[src/rtl/seg_guard.sv]
module seg_guard #(
  parameter int AW = 32,
  parameter int SW = 4
) (
  input  logic          clk,
  input  logic          rst_n,
  input  logic          req_valid,
  input  logic [AW-1:0] req_addr,
  input  logic [SW-1:0] req_size,
  input  logic          req_wr,
  input  logic          req_ex,
  input  logic          seg_rd_ok,
  input  logic          seg_wr_ok,
  input  logic          seg_down,
  input  logic [AW-1:0] seg_base,
  input  logic [AW-1:0] seg_limit,
  input  logic          prot_en,
  input  logic          long_act,
  input  logic          cs_long,
  input  logic          page_en,
  output logic          rsp_valid,
  output logic          rsp_gp,
  output logic [15:0]   rsp_code,
  output logic [1:0]    rsp_cause,
  output logic          rsp_to_tlb,
  output logic [AW-1:0] rsp_addr
);
  localparam int EW = AW + 1;

  logic [EW-1:0] addr_x, base_x, lim_x, end_x;
  logic chk_on, wrapped, lim_bad, wr_bad, rd_bad, fault;
  logic up_bad, down_bad;
  logic [1:0] cause;

  assign chk_on  = prot_en & ~(long_act & cs_long);
  assign addr_x  = {1'b0, req_addr};
  assign base_x  = {1'b0, seg_base};
  assign lim_x   = {1'b0, seg_limit};
  assign end_x   = addr_x + EW'(req_size);
  assign wrapped = lim_x < base_x;

  assign up_bad   = wrapped ? ((lim_x < end_x) & (addr_x < base_x))
                            : (lim_x < end_x);
  assign down_bad = wrapped ? ((addr_x <= lim_x) | (end_x >= base_x))
                            : ((addr_x <= lim_x) & (end_x >= base_x));
  assign lim_bad  = seg_down ? down_bad : up_bad;

  assign wr_bad = req_wr & ~seg_wr_ok;
  assign rd_bad = ~req_wr & ~req_ex & ~seg_rd_ok;

  always_comb begin
    cause = 2'b00;
    if (chk_on) begin
      if (wr_bad)       cause = 2'b01;
      else if (rd_bad)  cause = 2'b10;
      else if (lim_bad) cause = 2'b11;
    end
  end

  assign fault = cause != 2'b00;

  always_ff @(posedge clk) begin
    if (!rst_n) begin
      rsp_valid  <= 1'b0;
      rsp_gp     <= 1'b0;
      rsp_cause  <= 2'b00;
      rsp_to_tlb <= 1'b0;
      rsp_addr   <= '0;
    end else begin
      rsp_valid <= req_valid;
      if (req_valid) begin
        rsp_gp     <= fault;
        rsp_cause  <= cause;
        rsp_to_tlb <= ~fault & prot_en & page_en;
        rsp_addr   <= req_addr;
      end
    end
  end

  assign rsp_code = 16'h0000;
endmodule


[config.mk]
export PLATFORM = sky130hd
export DESIGN_NAME = seg_guard
export DESIGN_NICKNAME = d
export VERILOG_FILES = /design/src/rtl/seg_guard.sv
export SDC_FILE = /design/constraint.sdc
export NUM_CORES = 1
export LEC_CHECK = 0
export BUFFER_PORTS_ARGS = -buffer_cell sky130_fd_sc_hd__buf_2
export CAP_MARGIN = 20
export CORE_MARGIN = 2
export CORE_UTILIZATION = 46
export DETAILED_ROUTE_END_ITERATION = 10
export PLACE_DENSITY = 0.7
export SLEW_MARGIN = 20
export SYNTH_ARGS = -nofsm -noshare
export SYNTH_HDL_FRONTEND = slang
export SYNTH_SLANG_ARGS = --single-unit
export TNS_END_PERCENT = 1
[constraint.sdc]
create_clock -name clk -period 4.8 [get_ports clk]
set_input_delay 0 -clock clk [delete_from_list [all_inputs] [get_ports clk]]
set_output_delay 0 -clock clk [all_outputs]
set_load 0.01 [all_outputs]
==> flow_summary.json, run 1 <==
{
  "floorplan.rows": 41,
  "ant_nets": 0,
  "ir_drop_uv": 150,
  "timing.final.crit_share": 0.756,
  "fp.dieH_um": 118,
  "dieArea_mm2": 0.0140,
  "htreeDepth": 2,
  "nNetsFinal": 1159,
  "synthFlopType": "dfxtp_1",
  "vias": 5564,
  "start_util": 0.473,
  "skew_ps": 0,
  "timing.fmax_mhz": 276,
  "grt_pass1_wl_um": 26000,
  "fin_util": 0.554,
  "area_growth_pct": 17.3,
  "end_kind": "register",
  "status": "complete, no violations",
  "grt_pass1_vias": 5265,
  "grt_overflow_total": 0,
  "synth_edf_count": 0,
  "cp-startpoint": "req_addr[0]",
  "drv_slew": 0,
  "multi_input_comb_area_mm2": 0.00480,
  "critPathRequiredTime_ps": 4990,
  "cts-root-buf": "clkbuf_16",
  "antenna_found_initial": 1,
  "crit_top_cell": "ha_1",
  "setup_viol": 0,
  "seqCellArea_um2": 741,
  "cp_slowest_cell": "fa_1",
  "cts_buffers": 5,
  "cts.clk_slew.worst_paths_ps": 60,
  "grt_usage": 0.231,
  "place.gp.congestion": 0.914,
  "rsz0062_at_grt": "no",
  "wirelength_um": 16100,
  "wl_per_cell_um": 15.2,
  "hp-class": "in -> reg",
  "worstPathArrival_ps": 3820,
  "worstSkewPairLatency_ps": 300,
  "syn_area_per_cell_um2": 8.14,
  "syn_inst": 736,
  "ys_types": 59,
  "yosysSeqAreaShare": 0.124,
  "drt_iter0_drc": 194,
  "io_buffers": 148,
  "dp_hpwl_um": 13700,
  "critPathMaxStageDelay_ps": 400,
  "layout_common_cells": "ha_1, buf_2, inv_1, a21oi_1, nand2_1",
  "path_cells": "buf_2 > ha_1 > fa_1 > a21oi_1 > o21bai_1 > buf_4 > and2_1 > nand2_1 > nor2_1 > and3_1 > xor2_1 > inv_1 > ha_1 > nand4_1 > or3_1 > nor4_1 > o21ai_0 > a31oi_2 > o31ai_2 > a32o_2",
  "drcViolationCount": 0,
  "dr.pass1.iters": 4,
  "tightest_slew_ps": 1060,
  "startpoint_type": "input port",
  "worstHoldStart": "req_addr[0]",
  "cp.buffers_inverters": 3,
  "cts.repair.resized": 0,
  "grt_max_degree": 35,
  "path_delay_family": "simple AND/OR/NAND/NOR gates",
  "die_w_um": 118,
  "clockBufferDepth": 2,
  "cts_tree": "done",
  "netlist_area_mm2": 0.00599,
  "period_needed_ps": 3630,
  "layout_commonest_cell": "ha_1",
  "postCtsSetupBuffers": 0,
  "crit_fanout": 5,
  "drv_cap": 0,
  "ys_async_sr_fraction": 0,
  "tns_ps": 0,
  "leakagePower_nw": 3.84,
  "core-area_mm2": 0.0127,
  "yosys_register_bits": 37,
  "relSlewSlack": 0.296,
  "power_density_mw_per_mm2": 172,
  "fillers": 1266,
  "numClockSinks": 37,
  "yosysWarningCount": 0,
  "final-hold-violation-count": 0,
  "drive_gt1_frac": 0.192,
  "io_pins": 165,
  "regToRegStartpoint": "rsp_to_tlb$_SDFFE_PN0P_",
  "vias_per_cell": 5.26,
  "path_class": "in -> reg"
}
==> cells in the mapped netlist, types with 7 or more instances <==
cell      instances  area (um2)
xnor2_1          16         140
clkbuf_1          7        26.3
a21oi_1          57         285
and4_1            9        78.8
dfxtp_1          37         741
o21ai_0          22         110
nor2b_1          40         250
nand3_1          20         100
xor2_1           18         158
ha_1            161        2010
nand4_1          25         156
nor2_1           27         101
a21o_1           12        90.1
a221oi_1          7        61.3
buf_4            16         120
and3_1           12        75.1
inv_1            94         353
nand2_1          52         195
mux2i_1          32         320
==> report_power, final <==
group | switching (mW) | internal (mW)
Sequential | 0.00823 | 0.326
Combinational | 0.303 | 0.230
Clock | 0.136 | 0.204
==> stage by stage <==
step                setup slack, ps  std cells  total power, mW  area (um2)  hold WS (ps)
floorplan                      1410        751            0.688        6050           128
global placement                916       1048            0.862        6860           267
detailed placement              837       1048            0.869        6860           288
CTS                            1160       1057             1.22        7020          28.0
global route                    859       1058             1.31        7020          57.2
finish                         1170       1058             1.21        7020          25.6
==> worst register-to-register path: cells and delay by family, from the launching register on <==
| kind | cells | cell delay [ps] |
|---|---|---|
| flip-flops | 1 | 310 |
| AO/OA/AOI/OAI | 2 | 220 |
| buffers and inverters | 1 | 570 |
==> area by class of cell <==
| cell class | count | share of cell area |
|---|---|---|
| flip-flops and latches | 37 | 0.105 |
| repair buffers | 151 | 0.109 |
| multi-input cells | 596 | 0.684 |
| clock buffers | 7 | 0.0203 |
| well taps | 172 | 0.0306 |
| inverters | 94 | 0.0502 |
| diodes | 1 | 0.000356 |
==> metal layers <==
layer / GRT usage / part of all wire / vias up
met5: 0 / 0 / -
met4: 0.0685 / 0.017 / 0
met3: 0.0363 / 0.048 / 16
met2: 0.377 / 0.45 / 131
met1: 0.312 / 0.49 / 2515
li1: - / - / 2902
==> worst paths after layout <==
path / end / slack, ps / depth (start not counted)
hold reg to reg: rsp_cause[1]$_SDFFE_PN0P_ / 480 / 1
hold / removal: rsp_addr[0]$_SDFFE_PN0P_ / 30 / 3
setup reg to reg: rsp_to_tlb$_SDFFE_PN0P_ / 3580 / 3
setup / recovery: rsp_cause[1]$_SDFFE_PN0P_ / 1170 / 20
==> what timing repair did <==
action                     CTS  global route
hold buffers                 2             0
hold endpoints to repair     1             0
setup endpoints to repair    0             0
==> registers in the layout, summed over array words and instances (netlist names) <==
| signal | count |
|---|---|
| rsp_cause | 2 |
| rsp_gp | 1 |
| rsp_addr | 32 |
| rsp_valid | 1 |
| rsp_to_tlb | 1 |
==> logic make-up (layout without fill, tap and decap cells) <==
kind of cell,Yosys count,count (layout),synth area share
buffers and inverters,118,252,0.0842
DFF,37,37,0.124
adders and majority gates,162,162,0.340
AOI/OAI and AO/OA,139,139,0.156
muxes,32,32,0.0535
and+or+nand+nor,213,213,0.193
xor gates and xnor gates,34,34,0.0497
other,1,17,0.000626
Power figures use the tool's default switching activity.
==> inputs of run 2 (changes only) <==
--- a/config.mk
+++ b/config.mk
@@ -10,7 +10,7 @@
 export CORE_MARGIN = 2
 export CORE_UTILIZATION = 46
 export DETAILED_ROUTE_END_ITERATION = 10
-export PLACE_DENSITY = 0.7
+export PLACE_DENSITY = 0.72
 export SLEW_MARGIN = 20
 export SYNTH_ARGS = -nofsm -noshare
 export SYNTH_HDL_FRONTEND = slang
==> constraint.sdc (replaced) <==
create_clock -name clk -period 3.01 [get_ports clk]
set_input_delay 0 -clock clk [delete_from_list [all_inputs] [get_ports clk]]
set_output_delay 0 -clock clk [all_outputs]
set_load 0.01 [all_outputs]
==> run 2 against run 1 <==
Net effect:
- the run now ends with setup timing left
- first-iteration DRC count rose by 48%
- via count is 7.8% higher
- wire length is 9.9% higher
- final cell count rose by 6.1%
- global-route usage grew 2.5 points
==> flow_summary.json, run 2 (synthesis gave the netlist of run 1 again) <==
{
  "cp-startpoint": "req_addr[0]",
  "cts_buffers": 5,
  "use_met2": 0.420,
  "drt_iter0_drc": 287,
  "rsz0062_at_grt": "yes",
  "numClockSinks": 37,
  "relSlewSlack": 0.503,
  "top_register": "rsp_addr",
  "use_met1": 0.330,
  "clockBufferDepth": 2,
  "met3_usage": 0.0547,
  "cts_tree": "done",
  "skew_ps": 0,
  "power.total_mw": 2.07,
  "dp_cells": 1104,
  "dpl_worst_slack_ps": -471,
  "antenna_found_initial": 0,
  "ir_drop_uv": 211,
  "p_clk_frac": 0.270,
  "fp.dieH_um": 118,
  "largest_reg_flops": 32,
  "path_class": "in -> reg",
  "timing.fmax_mhz": 313,
  "cts-root-buf": "clkbuf_16",
  "setup_ws_ps": -183,
  "hold_slack_ps": 36.6,
  "io_buffers": 148,
  "core-area_mm2": 0.0127,
  "leakagePower_nw": 4.21,
  "vias": 6000,
  "place.gp.congestion": 0.945,
  "n_antenna_cell": 0,
  "dieArea_mm2": 0.0140,
  "layout_commonest_cell": "ha_1",
  "wl_per_cell_um": 15.7,
  "grt_max_degree": 35,
  "grt_usage": 0.256,
  "drive_gt1_frac": 0.281,
  "place_area_mm2": 0.00734,
  "tightest_slew_ps": 726,
  "setup_viol": 4,
  "final-hold-violation-count": 0,
  "io_pins": 165,
  "ant_nets": 0,
  "drv_cap": 0,
  "fillers": 1143,
  "drcViolationCount": 0,
  "dp_hpwl_um": 14800,
  "htreeDepth": 2,
  "dr.pass1.iters": 5,
  "layout_common_cells": "ha_1, buf_2, inv_1, buf_4, a21oi_1",
  "critPathMaxStageDelay_ps": 390,
  "cp_slowest_cell": "fa_2",
  "startpoint_type": "input port",
  "grt_overflow_total": 0,
  "drv_slew": 0,
  "wirelength_um": 17700,
  "combPwrFrac": 0.472,
  "fin_area_mm2": 0.00776,
  "cts.clk_slew.worst_paths_ps": 60,
  "p_seq_frac": 0.258,
  "vias_per_cell": 5.34,
  "area_growth_pct": 29.5,
  "die_w_um": 118,
  "regToRegStartpoint": "rsp_to_tlb$_SDFFE_PN0P_",
  "critPathRequiredTime_ps": 3200,
  "p_int_mw": 1.29,
  "nNetsFinal": 1225,
  "worstSkewPairLatency_ps": 300,
  "end_kind": "register",
  "tns_ps": -500,
  "start_util": 0.473,
  "crit_fanout": 5,
  "timing.final.crit_share": 1.06,
  "swShare": 0.376,
  "grt_pass1_wl_um": 29200,
  "cp.buffers_inverters": 2,
  "status": "finished with violations",
  "layoutNonFillerInstCount": 1123,
  "floorplan.rows": 41,
  "grt_pass1_vias": 6011,
  "period_needed_ps": 3190,
  "grt-busiest-layer": "met2",
  "biggestRegsByFlops": "rsp_addr (32), rsp_cause (2)",
  "hp-class": "in -> reg",
  "worstHoldStart": "req_wr",
  "worstPathArrival_ps": 3380,
  "fin_util": 0.612,
  "p_sw_mw": 0.776,
  "power_density_mw_per_mm2": 266,
  "violations": "setup timing",
  "path_delay_family": "simple AND/OR/NAND/NOR gates",
  "path_cells": "buf_6 > ha_4 > fa_2 > a21oi_4 > o21bai_4 > and2_4 > nand2_4 > nor2_4 > and3_4 > xor2_2 > inv_1 > ha_1 > nand4_1 > or3_4 > nor4_1 > o21ai_1 > a31oi_2 > o31ai_4 > a32o_2"
}
run 2: routing by layer:
layer | vias up | share of wire
met3 | 30 | 0.068
li1 | 3032 | -
met1 | 2735 | 0.45
met4 | 0 | 0.024
met5 | - | 0
met2 | 203 | 0.46
run 2: final cells by class:
| type | count | area, um2 | area share |
|---|---|---|---|
| sequential | 37 | 741 | 0.0955 |
| clock buffer | 7 | 143 | 0.0184 |
| tap | 172 | 215 | 0.0277 |
| multi-input combinational | 596 | 5020 | 0.647 |
| inverter | 94 | 353 | 0.0455 |
| timing repair buffer | 217 | 1290 | 0.166 |
run 2: final timing paths:
path                            slack, ps  depth (start not counted)                   endpoint
worst max-delay path                 -180                         19  rsp_cause[1]$_SDFFE_PN0P_
worst min-delay path                   40                          4    rsp_to_tlb$_SDFFE_PN0P_
worst max register to register       1780                          3    rsp_to_tlb$_SDFFE_PN0P_
worst min register to register        490                          1  rsp_cause[1]$_SDFFE_PN0P_
run 2: tightest hold or removal path, delay by kind of cell:
kind	cells	cell delay [ps]
buf+inv	1	80
simple gates	2	150
compound gates	1	50
run 2: repair_timing:
| item | 4_1_cts | 5_1_grt |
|---|---|---|
| endpoints found under the hold margin | 1 | 0 |
| buffers inserted | 8 | 2 |
| hold buffers | 2 | 0 |
| resized for setup | 15 | 19 |
| endpoints found under the setup margin | 4 | 4 |
| pin swaps | 13 | 16 |
run 2: power by group through the flow:
stage | clock, mW | combinational (mW) | sequential (mW)
after floorplan | 0 | 0.547 | 0.557
after global placement | 0 | 0.901 | 0.543
after detailed placement | 0 | 0.918 | 0.543
after CTS | 0.569 | 0.949 | 0.533
after global routing | 0.590 | 1.10 | 0.536
final | 0.558 | 0.975 | 0.533
==> inputs of run 3 (changes only) <==
--- a/config.mk
+++ b/config.mk
@@ -9,8 +9,9 @@
 export CAP_MARGIN = 20
 export CORE_MARGIN = 2
 export CORE_UTILIZATION = 46
+export CTS_BUF_LIST = sky130_fd_sc_hd__clkbuf_8
 export DETAILED_ROUTE_END_ITERATION = 10
-export PLACE_DENSITY = 0.72
+export PLACE_DENSITY = 0.82
 export SLEW_MARGIN = 20
 export SYNTH_ARGS = -nofsm -noshare
 export SYNTH_HDL_FRONTEND = slang
==> run 3 against run 2 <==
Net effect:
- the flow still finishes with violations (setup timing)
- register-to-register slack gained 60 ps
- wire length increased by 6.9%
- non-clock buffer count grew 3
- highest routed layer unchanged
==> flow_summary.json, run 3 (synthesis gave the netlist of run 1 again) <==
{
  "status": "finished with violations",
  "violations": "setup timing",
  "numClockSinks": 37,
  "dr.pass1.iters": 6,
  "fin_util": 0.615,
  "top_register": "rsp_addr",
  "ant_nets": 0,
  "drt_iter0_drc": 409,
  "cts-root-buf": "clkbuf_8",
  "grt_pass1_vias": 6127,
  "hp-class": "in -> reg",
  "largest_reg_flops": 32,
  "vias_per_cell": 5.53,
  "grt_pass1_wl_um": 29700,
  "skew_ps": 0,
  "floorplan.rows": 41,
  "wl_per_cell_um": 16.8,
  "io_buffers": 148,
  "fp.dieH_um": 118,
  "worstSkewPairLatency_ps": 320,
  "area_growth_pct": 30.2,
  "core-area_mm2": 0.0127,
  "leakagePower_nw": 4.24,
  "path_class": "in -> reg",
  "io_pins": 165,
  "timing.fmax_mhz": 313,
  "drv_cap": 0,
  "startpoint_type": "input port",
  "setup_ws_ps": -187,
  "ir_drop_uv": 206,
  "dp_hpwl_um": 15200,
  "dp_cells": 1104,
  "hold_slack_ps": 34.3,
  "fin_area_mm2": 0.00780,
  "timing.final.crit_share": 1.06,
  "die_w_um": 118,
  "relSlewSlack": 0.599,
  "place.gp.congestion": 0.977,
  "clockBufferDepth": 2,
  "cts_tree": "done",
  "rsz0062_at_grt": "yes",
  "period_needed_ps": 3200,
  "grt_max_degree": 35,
  "setup_viol": 4,
  "cts.clk_slew.worst_paths_ps": 90,
  "drv_slew": 0,
  "vias": 6225,
  "end_kind": "register",
  "crit_fanout": 4,
  "start_util": 0.473,
  "place_area_mm2": 0.00734,
  "power.total_mw": 1.99,
  "layoutNonFillerInstCount": 1126,
  "dieArea_mm2": 0.0140,
  "drcViolationCount": 0,
  "htreeDepth": 2,
  "antenna_found_initial": 0,
  "critPathRequiredTime_ps": 3240,
  "n_antenna_cell": 0,
  "biggestRegsByFlops": "rsp_addr (32), rsp_cause (2)",
  "layout_commonest_cell": "ha_1",
  "grt_overflow_total": 0,
  "tightest_slew_ps": 595,
  "layout_common_cells": "ha_1, buf_2, inv_1, buf_4, a21oi_1",
  "nNetsFinal": 1228,
  "drive_gt1_frac": 0.287,
  "power_density_mw_per_mm2": 255,
  "grt_usage": 0.262,
  "wirelength_um": 18900,
  "fillers": 1079,
  "worstPathArrival_ps": 3420,
  "final-hold-violation-count": 0,
  "cts_buffers": 5
}
## run 3: per-layer routing
metal / share of wire / vias up / GRT usage
li1: - / 3038 / -
met1: 0.43 / 2885 / 0.327
met2: 0.47 / 257 / 0.462
met3: 0.061 / 45 / 0.0397
met4: 0.030 / 0 / 0.0753
met5: 0 / - / 0
## run 3: through the flow
stage	setup WS [ps]	TNS [ps]
final	-187	-597
after global routing	-248	-872
after CTS	-75.6	-127
after detailed placement	-534	-1920
after global placement	-426	-1450
after floorplan	-4.42	-4.42
## run 3: worst paths after layout
check	start	endpoint	depth (start not counted)	slack [ps]
hold / removal	req_addr[28]	rsp_addr[28]$_SDFFE_PN0P_	3	30
hold reg to reg	rsp_cause[1]$_SDFFE_PN0P_	rsp_cause[1]$_SDFFE_PN0P_	1	510
setup reg to reg	rsp_to_tlb$_SDFFE_PN0P_	rsp_to_tlb$_SDFFE_PN0P_	3	1840
setup / recovery	req_size[0]	rsp_cause[1]$_SDFFE_PN0P_	19	-190
## run 3: repair_timing
action                                 in CTS  in global routing
endpoints found under the hold margin       2                  0
gates resized for setup                    23                 22
pin swaps                                  21                 22
setup buffers                              10                  2
setup endpoints to repair                   4                  4
hold buffers                                3                  0
## run 3: cell type report
class                   count  area [um2]  area share
multi-input cells         596        5060       0.649
clock buffers               5        68.8     0.00883
well taps                 172         215      0.0276
repair buffers            220        1330       0.170
inverters                  94         353      0.0453
clock inverters             2        35.0     0.00449
flip-flops and latches     37         741      0.0950
## run 3: critical path: stages
cell and delay [ps]:
buf_6 100, ha_4 150, fa_2 360, a21oi_4 160, o21bai_4 90, and2_4 190
nand2_4 90, nor2_4 40, and3_4 150, xor2_2 150, inv_1 110, ha_4 280
nand4_1 140, or3_4 430, nor4_4 170, o21ai_1 130, a31oi_2 320, o31ai_4 100
a32o_2 250
## run 3: where the power goes
part	leakage (nW)	internal, mW	switching, mW	total (mW)
logic	3.88	0.453	0.549	1.00
clock network	0.0540	0.241	0.212	0.453
registers	0.305	0.518	0.0136	0.532
total	4.24	1.21	0.774	1.99
